File: config.mk
export PLATFORM = sky130hd
export DESIGN_NAME = sm_watchdog
export DESIGN_NICKNAME = d
export VERILOG_FILES = /design/src/rtl/wdt_pkg.sv /design/src/rtl/wdt_regs.sv /design/src/rtl/wdt_prescale.sv /design/src/rtl/wdt_counter.sv /design/src/rtl/sm_watchdog.sv
export SDC_FILE = /design/constraint.sdc
export NUM_CORES = 1
export LEC_CHECK = 0
export BUFFER_PORTS_ARGS = -buffer_cell sky130_fd_sc_hd__buf_2
export CAP_MARGIN = 20
export CORE_MARGIN = 1.5
export CORE_UTILIZATION = 50
export DETAILED_ROUTE_END_ITERATION = 12
export PLACE_DENSITY_LB_ADDON = 0.25
export SYNTH_ARGS = -nofsm -noshare
export SYNTH_HDL_FRONTEND = slang
export SYNTH_SLANG_ARGS = --single-unit
File: constraint.sdc
create_clock -name clk -period 2.22 [get_ports clk]
set_input_delay 0.666 -clock clk [delete_from_list [all_inputs] [get_ports clk]]
set_output_delay 0.666 -clock clk [all_outputs]
set_load 0.005 [all_outputs]
File: src/rtl/wdt_pkg.sv
package wdt_pkg;
  localparam logic [7:0] ADDR_CTRL = 8'h71;
  localparam logic [7:0] ADDR_CFG  = 8'h72;
  localparam logic [7:0] ADDR_VLO  = 8'h73;
  localparam logic [7:0] ADDR_VHI  = 8'h74;
  localparam int CFG_UNIT_SEC = 7;
  localparam int CFG_RST_EN   = 6;
  localparam int CTRL_STATUS  = 0;
endpackage

File: src/rtl/wdt_regs.sv
module wdt_regs
  import wdt_pkg::*;
#(
  parameter int CNT_W = 16
) (
  input  logic             clk,
  input  logic             rst_n,
  input  logic             we,
  input  logic [7:0]       addr,
  input  logic [7:0]       wdata,
  input  logic             expire,
  output logic [7:0]       rdata,
  output logic [7:0]       cfg_q,
  output logic [CNT_W-1:0] load_val,
  output logic             load,
  output logic             status_q
);
  localparam int HI_W = CNT_W - 8;

  logic [7:0] cfg_nxt, lo_q, lo_nxt;
  logic       status_nxt;
  logic [7:0] hi_rd;
  logic       wr_ctrl, wr_cfg, wr_lo, wr_hi;

  assign wr_ctrl = we && (addr == ADDR_CTRL);
  assign wr_cfg  = we && (addr == ADDR_CFG);
  assign wr_lo   = we && (addr == ADDR_VLO);
  assign wr_hi   = we && (addr == ADDR_VHI);
  assign load    = wr_lo;

  always_comb begin
    cfg_nxt    = wr_cfg ? wdata : cfg_q;
    lo_nxt     = wr_lo ? wdata : lo_q;
    status_nxt = status_q;
    if (wr_ctrl && !wdata[CTRL_STATUS]) status_nxt = 1'b0;
    if (expire) status_nxt = 1'b1;
  end

  always_ff @(posedge clk or negedge rst_n) begin
    if (!rst_n) begin
      cfg_q    <= 8'h00;
      lo_q     <= 8'h00;
      status_q <= 1'b0;
    end else begin
      cfg_q    <= cfg_nxt;
      lo_q     <= lo_nxt;
      status_q <= status_nxt;
    end
  end

  generate
    if (HI_W > 0) begin : g_hi
      logic [HI_W-1:0] hi_q, hi_nxt;
      assign hi_nxt = wr_hi ? wdata[HI_W-1:0] : hi_q;
      always_ff @(posedge clk or negedge rst_n) begin
        if (!rst_n) hi_q <= '0;
        else        hi_q <= hi_nxt;
      end
      assign hi_rd    = 8'(hi_q);
      assign load_val = {hi_q, wdata};
    end else begin : g_nohi
      logic unused_hi;
      assign unused_hi = wr_hi;
      assign hi_rd     = 8'h00;
      assign load_val  = wdata;
    end
  endgenerate

  always_comb begin
    case (addr)
      ADDR_CTRL: rdata = {7'b0, status_q};
      ADDR_CFG:  rdata = cfg_q;
      ADDR_VLO:  rdata = lo_q;
      ADDR_VHI:  rdata = hi_rd;
      default:   rdata = 8'h00;
    endcase
  end

  // status is sticky until a clearing control write
  a_r6_status_sticky: assert property (@(posedge clk) disable iff (!rst_n)
    (status_q && !(wr_ctrl && !wdata[CTRL_STATUS])) |=> status_q);
  // a clearing control write without expiry leaves status low
  a_r9_status_clear: assert property (@(posedge clk) disable iff (!rst_n)
    (wr_ctrl && !wdata[CTRL_STATUS] && !expire) |=> !status_q);
  // configuration takes the written byte
  a_r2_cfg_write: assert property (@(posedge clk) disable iff (!rst_n)
    wr_cfg |=> (cfg_q == $past(wdata)));
endmodule

File: src/rtl/wdt_prescale.sv
module wdt_prescale #(
  parameter int DIV = 60
) (
  input  logic clk,
  input  logic rst_n,
  input  logic tick,
  input  logic run,
  input  logic unit_sec,
  input  logic clear,
  output logic step
);
  localparam int PW = $clog2(DIV);
  localparam logic [PW-1:0] LAST = PW'(DIV - 1);

  logic [PW-1:0] pre_q, pre_nxt;
  logic          adv;

  assign adv  = tick && run;
  assign step = adv && (unit_sec || (pre_q == LAST));

  always_comb begin
    pre_nxt = pre_q;
    if (clear || unit_sec)  pre_nxt = '0;
    else if (adv)           pre_nxt = (pre_q == LAST) ? '0 : pre_q + 1'b1;
  end

  always_ff @(posedge clk or negedge rst_n) begin
    if (!rst_n) pre_q <= '0;
    else        pre_q <= pre_nxt;
  end

  // prescaler stays inside its divide range
  a_r5_range: assert property (@(posedge clk) disable iff (!rst_n)
    pre_q <= LAST);
  // a reload restarts the prescaler
  a_r5_clear: assert property (@(posedge clk) disable iff (!rst_n)
    clear |=> (pre_q == '0));
endmodule

File: src/rtl/wdt_counter.sv
module wdt_counter #(
  parameter int CNT_W = 16
) (
  input  logic             clk,
  input  logic             rst_n,
  input  logic             load,
  input  logic [CNT_W-1:0] load_val,
  input  logic             step,
  input  logic             rst_en,
  output logic             running,
  output logic             expire,
  output logic             rst_req
);
  localparam logic [CNT_W-1:0] ONE = CNT_W'(1);

  logic [CNT_W-1:0] cnt_q, cnt_nxt;
  logic             rst_nxt;

  assign running = (cnt_q != '0);
  assign expire  = !load && step && (cnt_q == ONE);

  always_comb begin
    cnt_nxt = cnt_q;
    if (load)      cnt_nxt = load_val;
    else if (step) cnt_nxt = cnt_q - ONE;
    rst_nxt = expire && rst_en;
  end

  always_ff @(posedge clk or negedge rst_n) begin
    if (!rst_n) begin
      cnt_q   <= '0;
      rst_req <= 1'b0;
    end else begin
      cnt_q   <= cnt_nxt;
      rst_req <= rst_nxt;
    end
  end

  // an expired counter rests at zero until reloaded
  a_r6_hold_zero: assert property (@(posedge clk) disable iff (!rst_n)
    (cnt_q == '0 && !load) |=> (cnt_q == '0));
  // without a step or load the count does not move
  a_r4_hold: assert property (@(posedge clk) disable iff (!rst_n)
    (!load && !step) |=> $stable(cnt_q));
  // the reset request lasts one cycle
  a_r7_single_pulse: assert property (@(posedge clk) disable iff (!rst_n)
    rst_req |=> !rst_req);
  // no request while reset is masked
  a_r7_masked: assert property (@(posedge clk) disable iff (!rst_n)
    rst_req |-> $past(rst_en));
endmodule

File: src/rtl/sm_watchdog.sv
module sm_watchdog
  import wdt_pkg::*;
#(
  parameter int CNT_W         = 16,
  parameter int TICKS_PER_MIN = 60
) (
  input  logic       clk,
  input  logic       rst_n,
  input  logic       reg_we,
  input  logic [7:0] reg_addr,
  input  logic [7:0] reg_wdata,
  output logic [7:0] reg_rdata,
  input  logic       sec_tick,
  output logic       rst_req,
  output logic       timeout_flag
);
  logic [7:0]       cfg;
  logic [CNT_W-1:0] load_val;
  logic             load, expire, running, step;

  wdt_regs #(.CNT_W(CNT_W)) u_regs (
    .clk(clk), .rst_n(rst_n), .we(reg_we), .addr(reg_addr), .wdata(reg_wdata),
    .expire(expire), .rdata(reg_rdata), .cfg_q(cfg), .load_val(load_val),
    .load(load), .status_q(timeout_flag)
  );

  wdt_prescale #(.DIV(TICKS_PER_MIN)) u_pre (
    .clk(clk), .rst_n(rst_n), .tick(sec_tick), .run(running),
    .unit_sec(cfg[CFG_UNIT_SEC]), .clear(load), .step(step)
  );

  wdt_counter #(.CNT_W(CNT_W)) u_cnt (
    .clk(clk), .rst_n(rst_n), .load(load), .load_val(load_val), .step(step),
    .rst_en(cfg[CFG_RST_EN]), .running(running), .expire(expire),
    .rst_req(rst_req)
  );
endmodule

==> results.md <==
- Num CTS Buffers: 5
- Vias post-DR: 2095
- CTS tree: yes
- Longest Clk Path Bufs: 2
- Final worst-path cycle share: 1.09
- Synthesized area per cell: between 9 and 10 sq um
- Design Area, Final: 0.00315 sq mm
- Status: finished, violations left
- Req. time, crit path: 1.55 ns
- Root Buffer Master: clkbuf_8
- Worst min path class: input pin to asynchronous set/reset pin
- Hold Vio Cnt, Final: 0
- Iter 0 DRT Violations: between 150 and 200
- Slew HR: 0.598
- Most frequent cells after synthesis: dfrtp_1, nand2_1, nor2_1
- Post-synthesis sequential area ratio: 0.466
- Register-to-register setup slack: 0.14 ns
- M1 WL: 2.89 mm
- Layout cells sized above 1: 0.312
- Worst skew pair latency: 0.32 ns
- GP Congestion: between 0.9 and 1
- Finished Core Util: 0.650
- Die Y-Extent: 74.8 um
- First-pass GRT wire length: ~9.8 mm
- Data arrival, critical path: ~1.8 ns
- Clk slew on worst S/H paths: 0.09 ns
- Wire length per cell: 15.9 um
- Max-cap viol count: 0
- Core Area: just under 0.005 sq mm
- Synth Register Bits: 48
- Syn Inst Count: 259
- Reg power frac: 0.429
- Post-Syn Area: between 0.002 and 0.003 sq mm
- Power per cell area: 906 mW/mm^2
- Reg2reg end: u_pre.pre_q[5]$_DFFE_PN0P_
- P_int: 1.86 mW
- Total global routing overflow: 0
- Area contributors post-synth: dfrtp_1, nand2_1, mux2_4
- Crit path largest cell delay: about 0.57 ns
- Total Nets Final: 333
- Number of synthesized flops with an enable pin: 0
- Hold-fix buffers, CTS: 0
- Register-to-Register Path Depth: 5
- Largest net degree at the start of global routing: 49
- Warning count from the yosys run: 0
- CP cell instances: buf_6, nand4b_4, or4b_4, o21ai_1, buf_2
- Die ar.: 0.00560 sq mm
- RSZ-0062 raised after global routing: true
- Setup crit end kind: primary output
- CTS sink cnt: 48
- Failing checks: negative setup slack
- Num rows: 25
- Area leader, netlist: dfrtp_1
- Initial antenna violation count: 0
- Worst hold slack: about 0.44 ns
- Highest Signal Layer: met4
- Setup-failing EPs final: 8
- Leak: 1.53 nW
- Worst-Margin Slew: between 0.6 and 0.7 ns
- Power share of the clock group: 0.229
- Syn-to-layout area delta: 22.3%
- VDD IR max: 405 uV
- Placed instance area: 0.00295 sq mm
- FMAX: slightly above 400 MHz
- CP max stage cell: or4b_4
- Vias in the first global route: 1996
- Initial Util: 0.532
- Comb pwr share: 0.342
- Main synth FF type: dfrtp_1
- Gr usage total: 0.237
- Cell with the most instances after synthesis: dfrtp_1
- Synth cell types: 50
- IO Pins: 30
- Crit-path max FO: 5
- Met3 wire length: 214 um
- Crit Path Class: input pin to primary output
- Buffers on Ports: 29
- CP delay by family, top: simple AND/OR/NAND/NOR gates
- FF-to-FF Start: u_cnt.cnt_q[6]$_DFFE_PN0P_
- Post-route setup slack: -0.207 ns
- H-tree depth: 2
- Area share of the leading cell type in the synthesized netlist: 0.466
- Syn nets: 282
- Antenna cells: 0
- Total negative setup slack: -1.36 ns
- CP bufs+invs: 2
- Final slew viol count: 0
- Routed wire length: around 6.0 mm
- DRC viols: 0
- Hpwl dp: 4.18 mm
- Die Wd: 74.8 um
- Final Critical Period: 2.43 ns
- Net Switching: between 0.9 and 1 mW
- DRT Pass-1 Iters: 4
- Vias per inst: 5.54
- Detail Route met2 WL: 2.88 mm
- Switch share: 0.348
- Async SR Flop Fraction: 1.00
- Final antenna-violating net count: 0
- Worst Skew: 0.00865 ns
- Startpoint types: input pin
## cell families (layout without fill, tap and decap cells)
group | count (synthesis) | count (layout) | synth area share
flops | 48 | 48 | 0.466
buf+inv | 15 | 66 | 0.0306
xor+xnor | 14 | 14 | 0.0475
fa+ha+maj | 3 | 3 | 0.0146
simple gates | 112 | 113 | 0.222
mux | 24 | 24 | 0.113
compound gates | 43 | 43 | 0.107
## worst max-delay path by stage
stage	endpoint	slack, ns	cells past startpoint	from
2_1_floorplan	u_regs.cfg_q[0]$_DFFE_PN0P_	-0.16	6	reg_addr[7]
4_1_cts	reg_rdata[1]	-0.23	5	reg_addr[7]
6_report	reg_rdata[2]	-0.21	5	reg_addr[7]
5_1_grt	reg_rdata[6]	-0.25	5	reg_addr[7]
3_5_place_dp	reg_rdata[7]	-0.29	5	reg_addr[7]
3_3_place_gp	reg_rdata[7]	-0.26	5	reg_addr[7]
## layout make-up
class / instances / area [sq um]
Clock inverter: 3 / 47.5
Inverter: 3 / 11.3
Multi-Input combinational cell: 197 / 1370
Clock buffer: 5 / 68.8
Sequential cell: 48 / 1200
Fill cell: 392 / 1700
Tap cell: 67 / 83.8
Timing Repair Buffer: 55 / 370
## layer usage
layer | GRT usage | vias up
li1 | - | 1034
met1 | 0.332 | 1019
met2 | 0.382 | 37
met3 | 0.0562 | 5
met4 | 0.0424 | 0
met5 | 0 | -
## through the flow
step	setup slack, ns	total power, mW	std cells
2_1_floorplan	-0.156	1.78	259
5_1_grt	-0.246	3.03	378
6_report	-0.207	2.86	378
3_5_place_dp	-0.286	2.11	368
4_1_cts	-0.234	2.77	378
3_3_place_gp	-0.261	2.07	368
## power by group through the flow
stage | Sequential [mW] | Combinational (mW) | Clock, mW
after global routing | 1.25 | 1.08 | 0.698
after detailed placement | 1.23 | 0.878 | 0
after CTS | 1.21 | 0.888 | 0.669
after global placement | 1.21 | 0.853 | 0
final | 1.22 | 0.978 | 0.655
after floorplan | 1.21 | 0.571 | 0
## what timing repair did
item                                    in CTS  in global routing
resized for setup                           12                 10
endpoints found under the hold margin        0                  0
cloned                                       1                  0
pin swaps                                   10                  2
endpoints found under the setup margin       9                 30
buffers inserted                             1                  0
## cell usage in the layout, fill, tap and decap left out, drive strengths merged, types with 2 or more instances in the layout
cell    count
clkbuf      5
nand2      45
a21oi      10
nor2       20
clkinv      2
or4         4
nand4b      3
xnor2      10
nor4        9
ha          3
mux2       17
mux2i       7
nand3       7
or3b        2
and3        2
inv         3
buf        55
nand4       3
nand2b      2
dfrtp      48
xor2        4
o21ai      18
a311oi      2
nor3        8
or4b        2
## registers in the layout, summed over array words and instances (netlist names)
| register | count |
|---|---|
| u_pre.pre_q | 6 |
| u_cnt.rst_req | 1 |
| u_regs.lo_q | 8 |
| u_cnt.cnt_q | 16 |
| u_regs.cfg_q | 8 |
| u_regs.g_hi.hi_q | 8 |
| u_regs.status_q | 1 |
Note: power is estimated with default switching activity, not from simulation.
